## src/rtl/cfgspi_pkg.sv

```systemverilog
package cfgspi_pkg;
    localparam int ADDR_W = 12;

    localparam logic [ADDR_W-1:0] ADDR_PORTCFG = 12'h000;
    localparam logic [ADDR_W-1:0] ADDR_RBSEL   = 12'h004;
    localparam logic [ADDR_W-1:0] ADDR_UPDATE  = 12'h234;

    localparam int BIT_SDO_EN = 7;
    localparam int BIT_SRST   = 5;
    localparam int BIT_RBSEL  = 0;
    localparam int BIT_UPDATE = 0;

    typedef enum logic [2:0] {
        ST_IDLE,
        ST_INSTR,
        ST_WDATA,
        ST_RDATA,
        ST_DONE
    } frame_state_t;
endpackage

```

## src/rtl/spi_pin_sync.sv

```systemverilog
module spi_pin_sync #(
    parameter int STAGES = 2
) (
    input  logic clk,
    input  logic rst_n,
    input  logic sclk,
    input  logic cs_n,
    input  logic mosi,
    output logic sclk_rise,
    output logic sclk_fall,
    output logic cs_act,
    output logic mosi_s
);
    logic [STAGES-1:0] sclk_q;
    logic [STAGES-1:0] cs_q;
    logic [STAGES-1:0] mosi_q;
    logic              sclk_prev;

    generate
        if (STAGES == 1) begin : g_one
            always_ff @(posedge clk or negedge rst_n) begin
                if (!rst_n) begin
                    sclk_q <= '0;
                    cs_q   <= '1;
                    mosi_q <= '0;
                end else begin
                    sclk_q <= sclk;
                    cs_q   <= cs_n;
                    mosi_q <= mosi;
                end
            end
        end else begin : g_many
            always_ff @(posedge clk or negedge rst_n) begin
                if (!rst_n) begin
                    sclk_q <= '0;
                    cs_q   <= '1;
                    mosi_q <= '0;
                end else begin
                    sclk_q <= {sclk_q[STAGES-2:0], sclk};
                    cs_q   <= {cs_q[STAGES-2:0], cs_n};
                    mosi_q <= {mosi_q[STAGES-2:0], mosi};
                end
            end
        end
    endgenerate

    always_ff @(posedge clk or negedge rst_n) begin
        if (!rst_n) sclk_prev <= 1'b0;
        else        sclk_prev <= sclk_q[STAGES-1];
    end

    assign sclk_rise = sclk_q[STAGES-1] & ~sclk_prev;
    assign sclk_fall = ~sclk_q[STAGES-1] & sclk_prev;
    assign cs_act    = ~cs_q[STAGES-1];
    assign mosi_s    = mosi_q[STAGES-1];
endmodule

```

## src/rtl/spi_frame_fsm.sv

```systemverilog
module spi_frame_fsm
    import cfgspi_pkg::*;
(
    input  logic              clk,
    input  logic              rst_n,
    input  logic              sclk_rise,
    input  logic              sclk_fall,
    input  logic              cs_act,
    input  logic              mosi_s,
    input  logic [7:0]        rd_data,
    output logic [ADDR_W-1:0] rd_addr,
    output logic              wr_stb,
    output logic [ADDR_W-1:0] wr_addr,
    output logic [7:0]        wr_data,
    output logic              miso,
    output logic              rd_phase
);
    localparam logic [ADDR_W-1:0] ONE_A = 1;

    frame_state_t      state, state_nx;
    logic [3:0]        bit_cnt;
    logic [14:0]       ins_sh;
    logic [6:0]        wsh;
    logic [7:0]        tx;
    logic [ADDR_W-1:0] addr;
    logic [1:0]        byte_idx;
    logic [1:0]        last_idx;
    logic              instr_done;
    logic              byte_done;
    logic              unused_ins_bit;

    assign unused_ins_bit = ins_sh[11];
    assign instr_done = (state == ST_INSTR) && sclk_rise && (bit_cnt == 4'd15);
    assign byte_done  = ((state == ST_WDATA) || (state == ST_RDATA)) &&
                        sclk_rise && (bit_cnt[2:0] == 3'd7);

    always_comb begin
        state_nx = state;
        if (!cs_act) begin
            state_nx = ST_IDLE;
        end else begin
            unique case (state)
                ST_IDLE:  state_nx = ST_INSTR;
                ST_INSTR: if (instr_done) state_nx = ins_sh[14] ? ST_RDATA : ST_WDATA;
                ST_WDATA,
                ST_RDATA: if (byte_done && (byte_idx == last_idx)) state_nx = ST_DONE;
                ST_DONE:  state_nx = ST_DONE;
                default:  state_nx = ST_IDLE;
            endcase
        end
    end

    always_ff @(posedge clk or negedge rst_n) begin
        if (!rst_n) state <= ST_IDLE;
        else        state <= state_nx;
    end

    always_ff @(posedge clk or negedge rst_n) begin
        if (!rst_n) begin
            bit_cnt  <= '0;
            ins_sh   <= '0;
            wsh      <= '0;
            tx       <= '0;
            addr     <= '0;
            byte_idx <= '0;
            last_idx <= '0;
            wr_stb   <= 1'b0;
            wr_addr  <= '0;
            wr_data  <= '0;
        end else begin
            wr_stb <= 1'b0;
            unique case (state)
                ST_IDLE: begin
                    bit_cnt  <= '0;
                    byte_idx <= '0;
                    tx       <= '0;
                end
                ST_INSTR: if (sclk_rise) begin
                    ins_sh  <= {ins_sh[13:0], mosi_s};
                    bit_cnt <= bit_cnt + 4'd1;
                    if (bit_cnt == 4'd15) begin
                        addr     <= {ins_sh[10:0], mosi_s};
                        last_idx <= (ins_sh[13:12] == 2'd3) ? 2'd2 : ins_sh[13:12];
                        bit_cnt  <= '0;
                        byte_idx <= '0;
                    end
                end
                ST_WDATA: if (sclk_rise) begin
                    wsh     <= {wsh[5:0], mosi_s};
                    bit_cnt <= bit_cnt + 4'd1;
                    if (bit_cnt[2:0] == 3'd7) begin
                        wr_stb   <= 1'b1;
                        wr_data  <= {wsh, mosi_s};
                        wr_addr  <= addr;
                        addr     <= addr - ONE_A;
                        byte_idx <= byte_idx + 2'd1;
                        bit_cnt  <= '0;
                    end
                end
                ST_RDATA: begin
                    if (sclk_fall) tx <= (bit_cnt == 4'd0) ? rd_data : {tx[6:0], 1'b0};
                    if (sclk_rise) begin
                        bit_cnt <= bit_cnt + 4'd1;
                        if (bit_cnt[2:0] == 3'd7) begin
                            addr     <= addr - ONE_A;
                            byte_idx <= byte_idx + 2'd1;
                            bit_cnt  <= '0;
                        end
                    end
                end
                ST_DONE: ;
                default: ;
            endcase
        end
    end

    always_comb begin
        rd_phase = (state == ST_RDATA);
        miso     = rd_phase ? tx[7] : 1'b0;
        rd_addr  = addr;
    end
endmodule

```

## src/rtl/cfg_reg_bank.sv

```systemverilog
module cfg_reg_bank
    import cfgspi_pkg::*;
#(
    parameter int                NUM_REGS = 8,
    parameter logic [ADDR_W-1:0] REG_BASE = 12'h010
) (
    input  logic                  clk,
    input  logic                  rst_n,
    input  logic                  wr_stb,
    input  logic [ADDR_W-1:0]     wr_addr,
    input  logic [7:0]            wr_data,
    input  logic [ADDR_W-1:0]     rd_addr,
    output logic [7:0]            rd_data,
    output logic                  sdo_en,
    output logic [NUM_REGS*8-1:0] active_regs,
    output logic                  upd_pend,
    output logic                  srst_pend
);
    logic [7:0] shadow [NUM_REGS];
    logic [7:0] active [NUM_REGS];
    logic       rb_sel;

    generate
        for (genvar g = 0; g < NUM_REGS; g++) begin : g_reg
            localparam logic [ADDR_W-1:0] MY_ADDR = ADDR_W'(REG_BASE + g);
            always_ff @(posedge clk or negedge rst_n) begin
                if (!rst_n) begin
                    shadow[g] <= '0;
                    active[g] <= '0;
                end else if (srst_pend) begin
                    shadow[g] <= '0;
                    active[g] <= '0;
                end else begin
                    if (wr_stb && (wr_addr == MY_ADDR)) shadow[g] <= wr_data;
                    if (upd_pend) active[g] <= shadow[g];
                end
            end
            assign active_regs[8*g +: 8] = active[g];
        end
    endgenerate

    always_ff @(posedge clk or negedge rst_n) begin
        if (!rst_n) begin
            sdo_en    <= 1'b0;
            rb_sel    <= 1'b0;
            upd_pend  <= 1'b0;
            srst_pend <= 1'b0;
        end else if (srst_pend) begin
            sdo_en    <= 1'b0;
            rb_sel    <= 1'b0;
            upd_pend  <= 1'b0;
            srst_pend <= 1'b0;
        end else begin
            upd_pend <= 1'b0;
            if (wr_stb) begin
                if (wr_addr == ADDR_PORTCFG) begin
                    if (wr_data[BIT_SRST]) srst_pend <= 1'b1;
                    else                   sdo_en    <= wr_data[BIT_SDO_EN];
                end
                if (wr_addr == ADDR_RBSEL)  rb_sel   <= wr_data[BIT_RBSEL];
                if (wr_addr == ADDR_UPDATE) upd_pend <= wr_data[BIT_UPDATE];
            end
        end
    end

    always_comb begin
        rd_data = '0;
        if (rd_addr == ADDR_PORTCFG) begin
            rd_data[BIT_SDO_EN] = sdo_en;
            rd_data[BIT_SRST]   = srst_pend;
        end else if (rd_addr == ADDR_RBSEL) begin
            rd_data[BIT_RBSEL] = rb_sel;
        end else if (rd_addr == ADDR_UPDATE) begin
            rd_data[BIT_UPDATE] = upd_pend;
        end else begin
            for (int i = 0; i < NUM_REGS; i++) begin
                if (rd_addr == ADDR_W'(REG_BASE + i)) rd_data = rb_sel ? shadow[i] : active[i];
            end
        end
    end
endmodule

```

## src/rtl/cfg_spi_port.sv

```systemverilog
module cfg_spi_port
    import cfgspi_pkg::*;
#(
    parameter int                NUM_REGS    = 8,
    parameter logic [ADDR_W-1:0] REG_BASE    = 12'h010,
    parameter int                SYNC_STAGES = 2
) (
    input  logic                  clk,
    input  logic                  rst_n,
    input  logic                  spi_sclk,
    input  logic                  spi_cs_n,
    input  logic                  spi_mosi,
    output logic                  spi_miso,
    output logic                  sdo_drive,
    output logic                  dio_turn,
    output logic [NUM_REGS*8-1:0] active_regs
);
    logic              sclk_rise, sclk_fall, cs_act, mosi_s;
    logic [ADDR_W-1:0] rd_addr, wr_addr;
    logic [7:0]        rd_data, wr_data;
    logic              wr_stb, rd_phase, sdo_en, upd_pend, srst_pend;

    spi_pin_sync #(.STAGES(SYNC_STAGES)) u_sync (
        .clk       (clk),
        .rst_n     (rst_n),
        .sclk      (spi_sclk),
        .cs_n      (spi_cs_n),
        .mosi      (spi_mosi),
        .sclk_rise (sclk_rise),
        .sclk_fall (sclk_fall),
        .cs_act    (cs_act),
        .mosi_s    (mosi_s)
    );

    spi_frame_fsm u_fsm (
        .clk       (clk),
        .rst_n     (rst_n),
        .sclk_rise (sclk_rise),
        .sclk_fall (sclk_fall),
        .cs_act    (cs_act),
        .mosi_s    (mosi_s),
        .rd_data   (rd_data),
        .rd_addr   (rd_addr),
        .wr_stb    (wr_stb),
        .wr_addr   (wr_addr),
        .wr_data   (wr_data),
        .miso      (spi_miso),
        .rd_phase  (rd_phase)
    );

    cfg_reg_bank #(.NUM_REGS(NUM_REGS), .REG_BASE(REG_BASE)) u_bank (
        .clk         (clk),
        .rst_n       (rst_n),
        .wr_stb      (wr_stb),
        .wr_addr     (wr_addr),
        .wr_data     (wr_data),
        .rd_addr     (rd_addr),
        .rd_data     (rd_data),
        .sdo_en      (sdo_en),
        .active_regs (active_regs),
        .upd_pend    (upd_pend),
        .srst_pend   (srst_pend)
    );

    assign sdo_drive = rd_phase & sdo_en;
    assign dio_turn  = rd_phase & ~sdo_en;
endmodule

```

## config.mk

```make
export PLATFORM = sky130hd
export DESIGN_NAME = cfg_spi_port
export DESIGN_NICKNAME = d
export VERILOG_FILES = /design/src/rtl/cfgspi_pkg.sv /design/src/rtl/spi_pin_sync.sv /design/src/rtl/spi_frame_fsm.sv /design/src/rtl/cfg_reg_bank.sv /design/src/rtl/cfg_spi_port.sv
export SDC_FILE = /design/constraint.sdc
export NUM_CORES = 1
export LEC_CHECK = 0
export CAP_MARGIN = 20
export CORE_UTILIZATION = 50
export DETAILED_ROUTE_END_ITERATION = 8
export PLACE_DENSITY = 0.69
export SYNTH_ARGS = -nofsm -noshare
export SYNTH_HDL_FRONTEND = slang
export SYNTH_SLANG_ARGS = --single-unit
```

## constraint.sdc

```tcl
create_clock -name clk -period 3.1 [get_ports clk]
set_input_delay 0.93 -clock clk [delete_from_list [all_inputs] [get_ports clk]]
set_output_delay 0.93 -clock clk [all_outputs]
set_load 0.005 [all_outputs]
```

# After elaboration in Yosys (flattened, before gate mapping)
# Cells that the tools add are included.
[op_classes] order_cmp=0 n_addsub=3 multipliers=0 n_shift=0 n_bitwise=7 div_mod_pow=0 reduce_logical=45 eq_ne=36 n_mux=98
[ops] op="8-bit two-way mux" count=50
[ops] op="12-bit by 5-bit equality test with 1-bit output, second input constant" count=16
[ops] op="12-bit two-way mux" count=4
[ops] op="2-bit nonzero test" count=14
[ops] op="12-bit by 10-bit equality test with 1-bit output, second input constant" count=2
[ops] op="12-bit by 3-bit equality test with 1-bit output, second input constant" count=2
[ops] op="12-bit zero test" count=2
[ops] op="1-bit two-way mux" count=24
[ops] op="12-bit case mux with 2 select lines" count=1
[ops] op="4-bit two-way mux" count=4
[ops] op="8-bit case mux with 2 select lines" count=1
[ops] op="7-bit two-way mux" count=2
[ops] op="1-bit logical AND" count=13
[ops] op="3-bit case mux with 4 select lines" count=1
[ops] op="4-bit case mux with 3 select lines" count=1
[ops] op="3-bit AND reduction" count=4
[ops] op="12-bit by 1-bit subtractor with 12-bit output, second input constant" count=1
[ops] op="2-bit two-way mux" count=5
[ops] op="2-bit AND reduction" count=5
[ops] op="5-bit AND reduction" count=2
[ops] op="3-bit two-way mux" count=3
[ops] op="2-bit by 1-bit != test with 1-bit output, second input constant" count=4
[ops] op="3-bit by 2-bit equality test with 1-bit output, second input constant" count=2
[ops] op="3-bit equality test, second input constant" count=2
[ops] op="other kinds (18)" count=24
[word_totals] romBits=0 in_bits=5 ff_bits=213 out_inout_bits=67 word_cells=224 ramBits=0 n_memories=0 latch_bits=0

# Depth between registers and ports, before layout
[depth] depth_word=15 ltp_mapped=8 mapped_depth_nobuf=7

# Cells and area by module
# From an unflattened synthesis, not the netlist that was laid out.
[unflattened] hier_cells=916 hier_area_um2=10348.7
[modules_own_cells] mod="cfg_reg_bank" area_each_um2=6735.2 cells_each=608 n_inst=1 seq_area_each_um2=3303.2
[modules_own_cells] mod="spi_frame_fsm" area_each_um2=3400.8 cells_each=296 n_inst=1 seq_area_each_um2=1851.8
[modules_own_cells] mod="spi_pin_sync" area_each_um2=196.4 cells_each=10 n_inst=1 seq_area_each_um2=177.7
[modules_own_cells] mod="cfg_spi_port" area_each_um2=16.3 cells_each=2 n_inst=1 seq_area_each_um2=0.0

# Worst setup path before layout
# OpenSTA, ideal clock, no wires.
[synth_timing] path_kind="register -> output" from="register u_fsm.state[2]" to="output port sdo_drive" path_stages_with_launch=4 required_ns=2.170 arrival_ns=1.057 path_buffers=1 setup_slack_ns=1.113 cell_sequence="dfrtp_1 and2b_1 clkbuf_1 and3_1"
[synth_via] elab_chain_len=2
[synth_lines] item="from (decl)" line="spi_frame_fsm.sv:20" text="frame_state_t state, state_nx;"
[synth_lines] item="from (signal assigned)" line="spi_frame_fsm.sv:55" text="else state <= state_nx;"
[synth_lines] item="3-bit by 2-bit equality test with 1-bit output" line="spi_frame_fsm.sv:118" text="rd_phase = (state == ST_RDATA);"
[synth_lines] item="1-bit bitwise AND" line="cfg_spi_port.sv:65" text="assign sdo_drive = rd_phase & sdo_en;"
[synth_lines] item="to (decl)" line="cfg_spi_port.sv:14" text="output logic sdo_drive,"
# Every way passes these cells.

# Worst setup path in the final report
[layout_timing] from="register u_fsm.state[2]" to="output port dio_turn"
[layout_via] elab_chain_len=2
[layout_lines] item="3-bit by 2-bit equality test with 1-bit output" line="spi_frame_fsm.sv:118"
[layout_lines] item="1-bit bitwise AND" line="cfg_spi_port.sv:66" text="assign dio_turn = rd_phase & ~sdo_en;"
[layout_lines] item="to (decl)" line="cfg_spi_port.sv:15" text="output logic dio_turn,"
# Every way passes these cells.

==> qor.yml <==
swShare: 0.212
grt_max_degree: 79
synth_area_leaders: "dfrtp_1, mux2i_1, mux2_2"
synth_top_area_share: 0.498
num_rows: 52
worstMarginPinSlew_ps: 912
r2r_slack_ps: 530
finClkSkew_ps: 25.3
fin_crit_ps: 2900
core_area_sq_um: 20500
synth_top_area_cell: "dfrtp_1"
p_switching_mw: 1.29
power.clock.fraction: 0.492
die_w_um: 148
gp_congestion: 0.902
ant_nets: 0
synth_cells: 1054
cts_made_buffers: 24
async_flop_share: 1.00
max_slew_margin: 0.392
clk_pin_slew_ps: 60
cts_tree: "yes"
status: "complete, no violations"
maxSlewViolCount: 0
die_h_um: 148
p_comb_frac: 0.031
rsz0062_at_grt: "no"
cts_hold_buf: 0
synthFlopType: "dfrtp_1"
drive_gt1_frac: 0.124
grt-ovfl-total: 0
numClockSinks: 213
p_leak_nw: 5.29
whs_ps: 288
synth_cell_types: 72
vdd_ir_drop_max_mv: 0.542
syn_area_sq_um: 10600
r2r-start: "u_fsm.rd_addr[0]$_DFFE_PN0P_"
avgSynthCellArea_sq_um: 10.1
cts_root_buf: "clkbuf_16"
ys_ff_latch: 213
num_io_pins: 72
clk_latency_ps: 530
die_area_sq_um: 21800
path_class: "reg -> out"
p_per_area_nw_per_um2: 490
h-tree-depth: 1
wire_per_inst_um: 20.2
place_area_sq_um: 11500
start_util: 0.517
design_area_sq_um: 12400
crit_path_max_fanout: 12
hold_class: "in -> async"
internal-power_mw: 4.77
first_pass_iters: 5
antenna_cells: 0
crit_arrival_ps: 1970
post-cts-setup-buffers: 0
drt_wl_total_um: 27900
via_per_inst: 6.00
drc_errors: 0
portBuffers: 71
finalHoldViolCount: 0
fin_ws_ps: 200
crit_end: "dio_turn"
grt.total_usage: 0.262
drtIter0Drc: 709
fmax_mhz: 345
end_kind: "output pin"
crit_start: "u_fsm.state[2]$_DFFE_PN0P_"
yosysSeqAreaShare: 0.503
nNetsFinal: 1108
antenna_found_initial: 0
routed-via-count: 8296
hpwl_um: 19000
cts_resized: 0
cp-start-kind: "flop"
place_ws_ps: 572
synth_edf_count: 0
final.setup.tns_ps: 0
syn2layout_area_growth_pct: 16.7
synth_nets: 1067
cts_buffer_depth: 3
cap_violations: 0
timing.rr.end: "u_fsm.tx[2]$_DFFE_PN0P_"
reg2regPathDepth: 6
crit_required_ps: 2170
power_frac_seq: 0.477
finalSetupViolCount: 0
grt_pass1_wl_um: 44700
ys_warn_count: 0
fin_crit_sh: 0.935
grt_pass1_vias: 7882
nFillCells: 1754
through the flow:
step	instances	power [mW]	util
finish	1383	6.06	0.603
CTS	1383	6.11	0.603
global route	1383	6.24	0.603
global placement	1339	3.12	0.562
detailed placement	1339	3.13	0.562
floorplan	1054	3.03	-
layer usage:
metal / global-route usage / up-vias / share of wire
met4: 0.0923 / 0 / 0.037
li1: - / 3839 / -
met5: 0 / - / 0
met3: 0.0318 / 68 / 0.050
met1: 0.374 / 4134 / 0.44
met2: 0.414 / 255 / 0.47
cell usage in the layout, fill, tap and decap left out, drive strengths merged, types with 6 or more instances in the layout:
cell type,count
o22ai,10
o21ai,91
or3,6
mux2,58
nand3,13
nor2,102
nor3b,6
o21bai,6
dfrtp,211
ha,8
nor3,14
nand4,8
nand2b,9
a221oi,8
inv,13
mux2i,103
a22oi,17
o2bb2ai,6
a21oi,94
nand2,115
clkdlybuf4s50,70
buf,24
clkbuf,35
how the worst min path moves through the flow:
stage / cells after the start / start / endpoint / slack (ps)
3_5_place_dp: 0 / u_sync.sclk_q[0]$_DFF_PN0_ / u_sync.sclk_q[1]$_DFF_PN0_ / 340
3_3_place_gp: 0 / u_sync.sclk_q[0]$_DFF_PN0_ / u_sync.sclk_q[1]$_DFF_PN0_ / 340
2_1_floorplan: 0 / u_sync.mosi_q[0]$_DFF_PN0_ / u_sync.mosi_q[1]$_DFF_PN0_ / 330
5_1_grt: 1 / rst_n / u_bank.active_regs[49]$_DFFE_PN0P_ / 320
6_report: 1 / rst_n / u_bank.shadow[9]$_DFFE_PN0P_ / 290
4_1_cts: 1 / rst_n / u_bank.active_regs[44]$_DFFE_PN0P_ / 300
worst max-delay path, stage by stage (launching register included):
cell             delay [ps]
dfrtp_1                 500
and2b_1                 300
nand2_1                  60
nor2_1                  100
clkdlybuf4s50_1         500
sequential cells by signal (all words and copies together), names as in the netlist, 4 cells and up:
name and cells:
u_fsm.bit_cnt 4, u_bank.shadow 64, u_fsm.rd_addr 12, u_fsm.wr_addr 12
u_fsm.wr_data 8, u_fsm.ins_sh 15, u_fsm.tx 8, u_fsm.wsh 7
u_bank.active_regs 64
synth_stat cells, types with 3 or more instances:
library cell	count
o22ai_1	10
a31oi_1	5
o21ai_0	85
a211o_1	5
nand3b_1	4
nor3_1	13
o22a_1	3
ha_1	8
dfrtp_1	211
buf_4	10
nor4_1	3
or3_1	6
mux2_2	57
nor3b_1	4
nand3_1	13
a21o_1	3
xor2_1	3
o2bb2ai_1	6
a221oi_1	8
nand2_1	115
nor2_1	102
o21ai_1	6
clkbuf_1	45
mux2i_1	103
a22oi_1	17
and3_1	4
nand4b_1	3
a211oi_1	3
nor2b_1	3
nand4_1	8
a21oi_1	94
inv_1	13
buf_1	12
o21bai_1	5
nand2b_1	9
buf_2	11
power by group through the flow:
stage | clock [mW] | sequential, mW | combinational, mW
2_1_floorplan | 0 | 2.92 | 0.108
4_1_cts | 3.04 | 2.89 | 0.190
5_1_grt | 3.13 | 2.90 | 0.212
6_report | 2.98 | 2.89 | 0.186
3_3_place_gp | 0 | 2.94 | 0.187
3_5_place_dp | 0 | 2.94 | 0.189
cells by family after synthesis:
family / after synthesis / synth area share
flops: 213 / 0.503
simple gates: 304 / 0.133
fa+ha+maj: 8 / 0.00945
xor+xnor: 3 / 0.00248
buf+inv: 93 / 0.0379
mux: 161 / 0.159
compound gates: 272 / 0.155
area by class of cell:
type	instances	area, sq um	area share
tap	270	338	0.0273
sequential	213	5340	0.432
multi-input combinational	748	4860	0.393
timing repair buffer	94	926	0.0749
clock inverter	9	128	0.0103
clock buffer	35	713	0.0577
inverter	14	52.6	0.00425
Power figures use the tool's default switching activity.
